[config.mk]
export PLATFORM = sky130hd
export DESIGN_NAME = can_tx_arbiter
export DESIGN_NICKNAME = d
export VERILOG_FILES = /design/src/rtl/can_arb_pkg.sv /design/src/rtl/can_arb_keygen.sv /design/src/rtl/can_arb_minsel.sv /design/src/rtl/can_arb_lenmap.sv /design/src/rtl/can_tx_arbiter.sv
export SDC_FILE = /design/constraint.sdc
export NUM_CORES = 1
export LEC_CHECK = 0
export ABC_CLOCK_PERIOD_IN_PS = 49200
export BUFFER_PORTS_ARGS = -buffer_cell sky130_fd_sc_hd__buf_2
export CAP_MARGIN = 20
export CELL_PAD_IN_SITES_DETAIL_PLACEMENT = 0
export CELL_PAD_IN_SITES_GLOBAL_PLACEMENT = 1
export CORE_MARGIN = 2
export CORE_UTILIZATION = 40
export CTS_BUF_LIST = sky130_fd_sc_hd__clkbuf_4 sky130_fd_sc_hd__clkbuf_8 sky130_fd_sc_hd__clkbuf_16
export DETAILED_ROUTE_END_ITERATION = 16
export MAX_ROUTING_LAYER = met4
export PLACE_DENSITY = 0.91
export SLEW_MARGIN = 15
export SYNTH_ARGS = -nofsm -noshare
export SYNTH_HDL_FRONTEND = slang
export SYNTH_SLANG_ARGS = --single-unit
export TNS_END_PERCENT = 1
[constraint.sdc]
create_clock -name clk -period 49.2 [get_ports clk]
set_input_delay 4.92 -clock clk [delete_from_list [all_inputs] [get_ports clk]]
set_output_delay 4.92 -clock clk [all_outputs]
set_load 0.005 [all_outputs]
[src/rtl/can_arb_pkg.sv]
// Package: sizes shared by the arbitration selector and its submodules.
// Assumes an identifier field of 29 bits, of which the top 11 form the base.
package can_arb_pkg;
    localparam int ID_W   = 29;
    localparam int BASE_W = 11;
    localparam int LOW_W  = ID_W - BASE_W;
    localparam int PRIO_W = 3;
    localparam int DLC_W  = 4;
    localparam int KEY_W  = PRIO_W + BASE_W + 1 + LOW_W;
    localparam int MAX_BYTES = 8;
endpackage

[src/rtl/can_arb_keygen.sv]
// Module: builds the ranking key of one transmit buffer.
// Key layout from MSB: local priority (zero when disabled), base identifier
// bits, format bit (standard = 0 ranks first), low identifier bits (zero for
// standard frames). A smaller key wins. Purely combinational.
module can_arb_keygen
    import can_arb_pkg::*;
(
    input  logic              en_prio,
    input  logic [ID_W-1:0]   id,
    input  logic              ide,
    input  logic [PRIO_W-1:0] prio,
    output logic [KEY_W-1:0]  key
);
    // Assemble the key fields in ranking order.
    always_comb begin
        key = {en_prio ? prio : {PRIO_W{1'b0}},
               id[ID_W-1 -: BASE_W],
               ide,
               ide ? id[LOW_W-1:0] : {LOW_W{1'b0}}};
    end
endmodule

[src/rtl/can_arb_minsel.sv]
// Module: finds the smallest key among the flagged candidates.
// Scans from index 0 upward with a strict comparison, so on equal keys the
// lower index is kept. Purely combinational.
module can_arb_minsel
    import can_arb_pkg::*;
#(
    parameter int N     = 8,
    localparam int IW   = $clog2(N)
) (
    input  logic [N-1:0]        cand,
    input  logic [KEY_W-1:0]    keys [N],
    output logic                any,
    output logic [IW-1:0]       idx,
    output logic [KEY_W-1:0]    best
);
    // Linear scan keeping the first strictly smaller key.
    always_comb begin
        any  = 1'b0;
        idx  = '0;
        best = '0;
        for (int i = 0; i < N; i++) begin
            if (cand[i] && (!any || keys[i] < best)) begin
                any  = 1'b1;
                idx  = IW'(i);
                best = keys[i];
            end
        end
    end
endmodule

[src/rtl/can_arb_lenmap.sv]
// Module: turns a length code into a payload byte count.
// Remote frames carry no payload; codes above the maximum are clamped.
module can_arb_lenmap
    import can_arb_pkg::*;
(
    input  logic [DLC_W-1:0] dlc,
    input  logic             rtr,
    output logic [DLC_W-1:0] bytes
);
    // Map code to byte count with clamp and remote override.
    always_comb begin
        if (rtr)
            bytes = '0;
        else if (dlc > DLC_W'(MAX_BYTES))
            bytes = DLC_W'(MAX_BYTES);
        else
            bytes = dlc;
    end
endmodule

[src/rtl/can_tx_arbiter.sv]
// Module: transmit mailbox arbitration selector (top).
// Builds a key per buffer, searches the minimum over ready buffers and
// registers winner index, valid, length code and byte count one cycle later.
// Assumes NUM_MB >= 2. Synchronous active-low reset clears all outputs.
module can_tx_arbiter
    import can_arb_pkg::*;
#(
    parameter int NUM_MB = 8,
    localparam int IDX_W = $clog2(NUM_MB)
) (
    input  logic                      clk,
    input  logic                      rst_n,
    input  logic                      lprio_en,
    input  logic [NUM_MB-1:0]         mb_ready,
    input  logic [NUM_MB-1:0]         mb_ide,
    input  logic [NUM_MB-1:0]         mb_rtr,
    input  logic [NUM_MB*ID_W-1:0]    mb_id,
    input  logic [NUM_MB*PRIO_W-1:0]  mb_prio,
    input  logic [NUM_MB*DLC_W-1:0]   mb_dlc,
    output logic                      win_valid,
    output logic [IDX_W-1:0]          win_index,
    output logic [DLC_W-1:0]          win_dlc,
    output logic [DLC_W-1:0]          win_bytes
);
    logic [KEY_W-1:0] keys [NUM_MB];
    logic             sel_any;
    logic [IDX_W-1:0] sel_idx;
    logic [KEY_W-1:0] sel_key;
    logic [DLC_W-1:0] sel_dlc;
    logic             sel_rtr;
    logic [DLC_W-1:0] sel_bytes;
    logic [KEY_W-1:0] win_key_q;

    // One key builder per buffer.
    for (genvar g = 0; g < NUM_MB; g++) begin : g_key
        can_arb_keygen u_key (
            .en_prio (lprio_en),
            .id      (mb_id[g*ID_W +: ID_W]),
            .ide     (mb_ide[g]),
            .prio    (mb_prio[g*PRIO_W +: PRIO_W]),
            .key     (keys[g])
        );
    end

    can_arb_minsel #(.N(NUM_MB)) u_min (
        .cand (mb_ready),
        .keys (keys),
        .any  (sel_any),
        .idx  (sel_idx),
        .best (sel_key)
    );

    // Pick the winner's length code and remote flag.
    always_comb begin
        sel_dlc = mb_dlc[sel_idx*DLC_W +: DLC_W];
        sel_rtr = mb_rtr[sel_idx];
    end

    can_arb_lenmap u_len (
        .dlc   (sel_dlc),
        .rtr   (sel_rtr),
        .bytes (sel_bytes)
    );

    // Register the selection result.
    always_ff @(posedge clk) begin
        if (!rst_n) begin
            win_valid <= 1'b0;
            win_index <= '0;
            win_dlc   <= '0;
            win_bytes <= '0;
            win_key_q <= '0;
        end else begin
            win_valid <= sel_any;
            win_index <= sel_any ? sel_idx : '0;
            win_dlc   <= sel_any ? sel_dlc : '0;
            win_bytes <= sel_any ? sel_bytes : '0;
            win_key_q <= sel_key;
        end
    end

    p_valid_any_r1: assert property (@(posedge clk) disable iff (!rst_n)
        $past(rst_n) |-> (win_valid == (|$past(mb_ready))));

    p_winner_ready_r2: assert property (@(posedge clk) disable iff (!rst_n)
        ($past(rst_n) && win_valid) |-> (($past(mb_ready) >> win_index) & 1) != 0);

    p_no_payload_rtr_r10: assert property (@(posedge clk) disable iff (!rst_n)
        ($past(rst_n) && win_valid && ((($past(mb_rtr) >> win_index) & 1) != 0))
        |-> (win_bytes == '0));

    p_byte_clamp_r10: assert property (@(posedge clk) disable iff (!rst_n)
        win_bytes <= DLC_W'(MAX_BYTES));

    // Every ready key is no smaller than the winner; earlier ones strictly larger.
    for (genvar j = 0; j < NUM_MB; j++) begin : g_chk
        p_lowest_key_r3: assert property (@(posedge clk) disable iff (!rst_n)
            ($past(rst_n) && win_valid && $past(mb_ready[j]))
            |-> ($past(keys[j]) >= win_key_q));
        p_tie_low_index_r4: assert property (@(posedge clk) disable iff (!rst_n)
            ($past(rst_n) && win_valid && $past(mb_ready[j]) && (j < int'(win_index)))
            |-> ($past(keys[j]) > win_key_q));
    end
endmodule

==> impl_metrics.yaml, run 1 <==
status:
  status: "completed"
detailed_routing:
  wl_um: 33100
  vias: 10900
  firstDrtPassIters: 7
  antenna_left: 0
  drc: 0
  drt-wirelength-per-cell_um: 16.8
  drt_iter0_drc: 852
  vias_per_cell: 5.51
cts:
  path_clk_slew_ns: 0.05
  cts_setup_buffers: 0
  cts_buffers: 3
  cts_tree: "done"
  cts_max_level: 1
  cts_resized: 0
  clock_sinks: 12
  cts-root-buf: "clkbuf_16"
  hold_buffers: 0
  clockBufferDepth: 2
pwr:
  max-vdd-ir-drop_uv: 18.3
  pwr_density_cell_nw_per_um2: 24.9
  seq_power_share_pct: 4.9
  p_int_mw: 0.139
  leakage_nw: 5.92
  p_clk_share_pct: 5.7
  p_comb_share_pct: 89.4
  swShare_pct: 52.5
  p_switching_mw: 0.154
setup_path:
  path_class: "primary input to register"
  cp-endpoint: "win_bytes[1]"
  crit_start: "mb_ready[0]"
  critPathMaxFanout: 75
  cpMaxStageDelayCell: "o21ai_1"
  cp.required_ns: 49.34
  cp_slowest_stage_delay_ns: 0.77
  worst_ep_arrival_time_ns: 26.43
  crit_path_start_kind: "primary input"
  end_kind: "register"
floorplan:
  io_pins: 327
  dieArea_um2: 25800
  fp.dieH_um: 161
  coreArea_um2: 24200
  initial_core_util_pct: 40.6
  row_count: 57
  die_x_um: 161
global_routing:
  gr-total-overflow: 0
  grt_pass1_vias: 10400
  grt_pass1_wl_um: 52600
  antenna_found_initial: 2
  grt_usage_pct: 25.5
  grt_max_degree: 76
finish:
  stdcell_area_um2: 11800
  seq_area_um2: 240
  final_nets: 2188
  area_growth_pct: 20.0
  multiInputGateArea_um2: 8920
  fillers: 2480
  drive_above_1_share_pct: 25.9
timing:
  slew-limit-headroom_pct: 29.0
  timing.fmax_mhz: 38.0
  rsz0062_at_grt: "no"
  setup_viol: 0
  slew_viol_final: 0
  hold_viol_final: 0
  worst_slew_pin_slew_ns: 1.07
  period_share_pct: 53.4
  fin_crit_ns: 26.28
  fin_setup_tns_ns: 0
yosys:
  syn_inst: 1368
  synth.cell_area_um2: 9810
  yosysSeqAreaShare_pct: 2.45
  synth_fp_nets: 1907
  synth-main-ff-cell: "dfxtp_1"
  synth_seq_cells: 12
  synth_cell_type_count: 71
  syn_area_per_cell_um2: 7.17
  synth_edf_count: 0
  ys.warnings.count: 0
  async_flop_share_pct: 0
placed_design:
  place_area_um2: 11700
  gp_congestion: 0.972
  dpl.hpwl_um: 29200
  numPortBuffers: 326
min_path:
  min-delay-start: "rst_n"
  hold_path_class: "primary input to register"
flow_run:
  max_cap_viol_count: 0
kinds of logic after synthesis:
logic type	after synthesis	share of synthesized area [%]
AND/OR/NAND/NOR	498	25.2
AO/OA/AOI/OAI	360	24.5
adder cells (fa/ha/maj)	224	28.6
buffers and inverters	168	6.93
multiplexers	106	12.3
flip-flops	12	2.45
state kept, by name, indices dropped and copies added, names as in the netlist:
register and flops:
win_bytes 4, win_valid 1, win_dlc 4, win_index 3
worst min-delay path by stage:
stage	end	slack [ns]	depth (start not counted)
4_1_cts	win_dlc[1]	5.11	5
3_3_place_gp	win_bytes[3]	5.30	1
3_5_place_dp	win_valid	5.30	1
6_report	win_dlc[0]	5.12	4
5_1_grt	win_dlc[0]	5.13	4
2_1_floorplan	win_valid	5.17	2
cell usage after synthesis, types with 19 or more instances:
library cell,count,area [um2]
a21oi_1,84,420
a31oi_1,25,156
and2_1,104,651
and3_1,21,131
clkbuf_1,30,113
ha_1,224,2800
inv_1,110,413
mux2_2,57,642
mux2i_1,36,360
nand2_1,185,694
nand3_1,29,145
nand4_1,44,275
nor2_1,59,221
nor3_1,19,95.1
o21a_1,56,420
o21ai_0,67,335
critical path: cells and delay by family:
family / cells / cell delay [ns]
AND/OR/NAND/NOR: 18 / 4.81
buffers and inverters: 8 / 2.33
AO/OA/AOI/OAI: 43 / 11.08
multiplexers: 3 / 1.14
adder cells (fa/ha/maj): 7 / 2.05
routing by layer:
metal / vias up / part of all wire, % / global-route usage, %
li1: 5590 / - / -
met1: 4843 / 47 / 34.7
met2: 403 / 45 / 41.8
met3: 40 / 6.1 / 1.89
met4: 0 / 2.1 / 4.95
met5: - / 0 / -
power by group through the flow:
stage | clock network (mW) | registers, mW | logic (mW)
4_1_cts | 0.0168 | 0.0144 | 0.260
6_report | 0.0166 | 0.0145 | 0.262
5_1_grt | 0.0178 | 0.0147 | 0.295
3_3_place_gp | 0 | 0.0142 | 0.253
2_1_floorplan | 0 | 0.0149 | 0.191
3_5_place_dp | 0 | 0.0144 | 0.259
area by class of cell:
class,count,share of cell area [%]
multi-input combinational,1188,75.8
timing repair buffer,334,14.4
inverter,110,3.51
tap,324,3.44
sequential,12,2.04
clock buffer,4,0.755
antenna,3,0.0638
through the flow:
step | setup slack [ns] | total power [mW] | hold WS [ns] | utilization [%] | instances
2_1_floorplan | 26.32 | 0.206 | 5.17 | - | 1368
3_3_place_gp | 23.18 | 0.267 | 5.30 | 48.2 | 1967
3_5_place_dp | 22.90 | 0.273 | 5.30 | 48.3 | 1968
4_1_cts | 23.09 | 0.291 | 5.11 | 48.7 | 1972
5_1_grt | 20.92 | 0.328 | 5.13 | 48.7 | 1974
6_report | 22.92 | 0.293 | 5.12 | 48.7 | 1975
cell usage in the layout, fill, tap and decap left out, types with 4 or more instances in the layout:
| cell | instances |
|---|---|
| a21oi_1 | 84 |
| nand4_1 | 44 |
| inv_1 | 110 |
| nand2_1 | 185 |
| buf_4 | 7 |
| a22oi_1 | 4 |
| a211oi_1 | 16 |
| ha_1 | 224 |
| o21ai_0 | 67 |
| buf_2 | 326 |
| nor2b_1 | 8 |
| dfxtp_1 | 12 |
| o211ai_1 | 14 |
| o21a_1 | 56 |
| mux2i_1 | 36 |
| o221ai_1 | 5 |
| and3_1 | 21 |
| a21boi_0 | 5 |
| o31a_1 | 17 |
| a21o_1 | 6 |
| nor2_1 | 58 |
| a211o_1 | 5 |
| a31oi_1 | 25 |
| nor4_1 | 6 |
| a221oi_1 | 9 |
| mux2_2 | 57 |
| mux2_4 | 12 |
| nand2b_1 | 4 |
| o21bai_1 | 6 |
| o21ai_1 | 4 |
| nand3_1 | 29 |
| nor3_1 | 19 |
| and2_1 | 104 |
Power figures use the tool's default switching activity.
==> run 2: changes to the inputs <==
- ABC_AREA: unset -> 1
- ABC_CLOCK_PERIOD_IN_PS: 49200 -> 22500
- CORE_UTILIZATION: 40 -> 31
- PLACE_DENSITY: 0.91 -> 0.82
- clock period: 49.2 -> 22.5 ns (I/O delays scaled with it)
==> run 2 against run 1 <==
Compared with the run above:
- die area increased by 19%
- clock-buffer cell count unchanged
- critical path depth increased by 13
- combinational power increased by 64%
- sequential cell count unchanged
- routed wire length decreased by 3.3%
- final area decreased by 6.4%
- via count decreased by 0.92%
- first-iteration DRC count decreased by 45%
- setup slack got worse by 21 ns
- worst hold slack got worse by 2.7 ns
==> impl_metrics.yaml, run 2 <==
yosys:
  syn_inst: 1605
  synth_fp_nets: 2144
  async_flop_share_pct: 0
  yosysSeqAreaShare_pct: 2.64
  synth_seq_cells: 12
  synth.cell_area_um2: 9080
  synth-main-ff-cell: "dfxtp_1"
  ys.warnings.count: 0
  synth_most_common_cell: "nand2_1"
  ys_top_cells_by_count: "nand2_1 (564), ha_1 (224), o21ai_0 (211)"
  synth_top_area_share_pct: 30.9
  syn_area_per_cell_um2: 5.66
  synth_cell_type_count: 41
  yosysTopAreaCell: "ha_1"
  synth_edf_count: 0
  synthTopCellsByArea: "ha_1 (31%), nand2_1 (23%), o21ai_0 (12%)"
pwr:
  p_comb_share_pct: 87.0
  max-vdd-ir-drop_uv: 27.0
  leakage_nw: 6.82
  p_clk_share_pct: 7.2
  pwr_density_cell_nw_per_um2: 44.8
  p_total_mw: 0.494
  swShare_pct: 56.5
  seq_power_share_pct: 5.8
  p_switching_mw: 0.279
  p_int_mw: 0.215
setup_path:
  crit_start: "mb_ready[0]"
  cp_slowest_stage_delay_ns: 0.73
  end_kind: "register"
  cp_common_cell: "nand2_1"
  crit_path_start_kind: "primary input"
  cp_top_family: "simple AND/OR/NAND/NOR gates"
  cp_num_buf_inv: 5
  worst_ep_arrival_time_ns: 20.37
  cpMaxStageDelayCell: "nand2_2"
  critPathMaxFanout: 69
  cp.required_ns: 22.63
  path_class: "primary input to register"
global_routing:
  grt_pass1_vias: 10400
  gr-total-overflow: 0
  antenna_found_initial: 3
  grt_usage_pct: 20.7
  grt_pass1_wl_um: 50500
  grt_max_degree: 70
timing:
  period_share_pct: 90.0
  hold_viol_final: 0
  fin_crit_ns: 20.25
  rsz0062_at_grt: "no"
  timing.fmax_mhz: 49.4
  setup_viol: 0
  fin_setup_tns_ns: 0
  slew_viol_final: 0
  slew-limit-headroom_pct: 33.4
  worst_slew_pin_slew_ns: 0.995
detailed_routing:
  drc: 0
  vias_per_cell: 4.78
  drt-wirelength-per-cell_um: 14.2
  wl_um: 32000
  vias: 10800
  firstDrtPassIters: 6
  drt_iter0_drc: 471
  antenna_left: 0
cts:
  clockBufferDepth: 2
  clock_sinks: 12
  cts_buffers: 3
  cts_tree: "done"
  path_clk_slew_ns: 0.04
  cts_max_level: 1
  cts-root-buf: "clkbuf_16"
finish:
  final_nets: 2409
  final_cell_mix: "nand2_1 (564), buf_2 (326), ha_1 (224)"
  drive_above_1_share_pct: 19.2
  layout_commonest_cell: "nand2_1"
  reg_top3: "win_bytes (4), win_dlc (4), win_index (3)"
  area_growth_pct: 21.4
floorplan:
  initial_core_util_pct: 31.6
  io_pins: 327
  dieArea_um2: 30700
  coreArea_um2: 28800
  fp.dieH_um: 175
  row_count: 62
  die_x_um: 175
min_path:
  min-delay-start: "rst_n"
  hold_path_class: "primary input to register"
placed_design:
  numPortBuffers: 326
  gp_congestion: 0.928
  dpl.hpwl_um: 28900
flow_run:
  max_cap_viol_count: 0
status:
  status: "completed"
==> run 2: cell count changes after synthesis, moves of 22 or more <==
| cell | change |
|---|---|
| o21ai_0 | +144 |
| and2_1 | -103 |
| nand2_1 | +379 |
| inv_1 | +84 |
| a31oi_1 | -22 |
| mux2_2 | -57 |
| o21a_1 | -56 |
| nand3_1 | +28 |
| clkbuf_1 | +22 |
| mux2i_1 | -36 |
==> run 2: cell type report <==
class                      count  area (um2)
tap                          384         480
timing repair buffer         326        1630
multi-input combinational   1329        7830
clock buffer                   4        88.8
inverter                     198         743
fill                        3233       17800
sequential                    12         240
antenna                        3        7.51
==> run 2: repair_timing <==
action,4_1_cts,5_1_grt
setup endpoints to repair,0,8
buffers inserted,0,0
hold buffers,0,0
gates resized for setup,0,1
endpoints found under the hold margin,0,0
==> run 2: per-stage QoR <==
step | cells | cell area, um2 | hold WS (ns) | utilization [%] | setup WS, ns
2_1_floorplan | 1605 | 9080 | 2.49 | - | 6.50
3_3_place_gp | 2249 | 10900 | 2.63 | 38.0 | 1.56
3_5_place_dp | 2249 | 10900 | 2.63 | 38.0 | 1.58
4_1_cts | 2253 | 11000 | 2.42 | 38.3 | 1.80
5_1_grt | 2256 | 11000 | 2.48 | 38.3 | 0.0267
6_report | 2256 | 11000 | 2.42 | 38.3 | 2.25
==> run 2: power by group through the flow <==
stage / registers, mW / logic (mW) / clock network [mW]
after global routing: 0.0294 / 0.505 / 0.0373
after CTS: 0.0287 / 0.430 / 0.0363
after detailed placement: 0.0291 / 0.428 / 0
after floorplan: 0.0292 / 0.311 / 0
after global placement: 0.0290 / 0.421 / 0
final: 0.0288 / 0.430 / 0.0356
==> run 2: cell families (layout without fill, tap and decap cells) <==
group / Yosys count / in the layout / synth area share (%)
compound gates: 362 / 362 / 21.5
fa+ha+maj: 224 / 224 / 30.9
buf+inv: 264 / 528 / 11.2
flops: 12 / 12 / 2.64
other cells: 0 / 3 / 0
simple gates: 743 / 743 / 33.8
==> run 2: worst paths after layout <==
kind / endpoint / cells after the start
max: win_bytes[2] / 92
min: win_valid / 3
==> run 2: metal layers <==
metal  routed length [um]  global-route usage, %  up-vias
li1                     -                      -     5903
met3                 1420                   1.13       26
met4                  439                   3.26        0
met5                    0                      -        -
met1                15200                   26.9     4568
met2                14900                   35.9      279
==> run 3: changes to the inputs <==
- ABC_AREA: 1 -> unset
- CORE_UTILIZATION: 31 -> 34
- PLACE_DENSITY: 0.82 -> 0.83
==> run 3 against run 2 <==
Compared with the run above:
- final cell count fell by 9.0%
- largest power group unchanged
- final area rose by 8.7%
- highest routed layer unchanged
- critical path depth fell by 15
==> impl_metrics.yaml, run 3 (synthesis gave the netlist of run 1 again) <==
status:
  status: "completed"
placed_design:
  gp_congestion: 0.941
  numPortBuffers: 326
  pre_cts_slack_ns: 0.0601
  dpl.hpwl_um: 30700
timing:
  period_share_pct: 93.5
  worst_hold_slack_ns: 2.44
  fin_setup_tns_ns: 0
  setup_viol: 0
  fin_crit_ns: 21.05
  hold_viol_final: 0
  rsz0062_at_grt: "no"
  fin_ws_ns: 1.45
  slew_viol_final: 0
  worst_slew_pin_slew_ns: 0.754
  timing.fmax_mhz: 47.5
  slew-limit-headroom_pct: 49.3
setup_path:
  crit_start: "mb_ready[0]"
  end_kind: "register"
  cp.required_ns: 22.67
  cp-endpoint: "win_bytes[3]"
  critPathMaxFanout: 34
  path_class: "primary input to register"
  cp_slowest_stage_delay_ns: 0.61
  cp_common_cell: "ha_1"
  worst_ep_arrival_time_ns: 21.22
  cpMaxStageDelayCell: "o41ai_1"
  crit_path_start_kind: "primary input"
detailed_routing:
  vias_per_cell: 5.30
  antenna_left: 0
  firstDrtPassIters: 5
  drt-wirelength-per-cell_um: 17.1
  wl_um: 35100
  drt_iter0_drc: 809
  vias: 10900
  drc: 0
finish:
  reg_top3: "win_bytes (4), win_dlc (4), win_index (3)"
  drive_above_1_share_pct: 26.8
  layout_commonest_cell: "buf_2"
  post-route-util_pct: 42.0
  area_growth_pct: 22.2
  final_nets: 2199
  final_cell_mix: "buf_2 (326), ha_1 (224), nand2_1 (185)"
  fillers: 3043
pwr:
  leakage_nw: 5.98
  p_total_mw: 0.654
  pwr_density_cell_nw_per_um2: 54.6
  max-vdd-ir-drop_uv: 40.1
cts:
  cts-root-buf: "clkbuf_16"
  hold_buffers: 0
  cts_tree: "done"
  path_clk_slew_ns: 0.04
  cts_max_level: 1
  clockBufferDepth: 2
  clock_sinks: 12
  cts_buffers: 3
flow_run:
  max_cap_viol_count: 0
floorplan:
  io_pins: 327
  die_x_um: 174
  coreArea_um2: 28500
  row_count: 62
  dieArea_um2: 30200
  initial_core_util_pct: 34.4
  fp.dieH_um: 174
global_routing:
  grt_usage_pct: 22.6
  grt_max_degree: 44
  gr-total-overflow: 0
  antenna_found_initial: 7
  grt_pass1_vias: 10300
  grt_pass1_wl_um: 54000
min_path:
  hold_path_class: "primary input to register"
==> run 3: changes by cell type in the layout (fill, tap and decap cells not counted), sizes merged, moves of 28 or more <==
cell	previous run	this run
inv	197	110
o21ai	216	71
nand2	582	185
mux2i	0	37
and2	1	104
mux2	0	69
o21a	0	56
nand3	57	29
==> run 3: worst min path at each step <==
| stage | start | cells past startpoint | slack [ns] | end |
|---|---|---|---|---|
| after floorplan | rst_n | 2 | 2.50 | win_valid |
| after global placement | win_bytes[0] | 1 | 2.63 | win_bytes[0] |
| after detailed placement | win_index[0] | 1 | 2.63 | win_index[0] |
| after CTS | rst_n | 4 | 2.44 | win_index[1] |
| after global routing | rst_n | 4 | 2.46 | win_index[1] |
| final | rst_n | 4 | 2.44 | win_index[1] |
==> run 3: timing repair <==
item                       4_1_cts  5_1_grt
setup buffers                    0        4
gates resized for setup          0       11
setup endpoints to repair        0       11
==> run 3: worst max-delay path: cells and delay by family <==
family                     cells  cell delay (ns)
adders and majority gates      7             2.12
AOI/OAI and AO/OA             39             9.49
and+or+nand+nor               20             3.97
muxes                          4             1.33
buffers and inverters          7             2.02
==> run 3: power by group <==
group | leakage [nW] | internal (mW) | switching [mW]
logic | 5.84 | 0.254 | 0.333
registers | 0.0997 | 0.0292 | 0.00194
clock network | 0.0442 | 0.0268 | 0.00898
total | 5.98 | 0.310 | 0.344
==> run 3: per-stage QoR <==
| step | std cells | instance area (um2) |
|---|---|---|
| global route | 2050 | 12000 |
| finish | 2052 | 12000 |
| global placement | 2034 | 11800 |
| detailed placement | 2034 | 11800 |
| floorplan | 1368 | 9810 |
| CTS | 2038 | 11900 |
==> run 3: per-layer routing <==
layer	routed length [um]	GRT usage, %	part of all wire (%)	vias to the layer above
met5	0	-	0	-
met1	16800	31.4	48	4859
li1	-	-	-	5614
met2	15700	36.4	45	367
met3	2040	1.95	5.8	28
met4	576	3.40	1.6	0
==> run 3: final cells by class <==
| class | count | area (um2) | area share, % |
|---|---|---|---|
| clock buffers | 4 | 88.8 | 0.741 |
| flip-flops and latches | 12 | 240 | 2.00 |
| repair buffers | 344 | 1770 | 14.7 |
| inverters | 110 | 413 | 3.45 |
| multi-input cells | 1189 | 8970 | 74.9 |
| well taps | 384 | 480 | 4.01 |
| diodes | 9 | 22.5 | 0.188 |
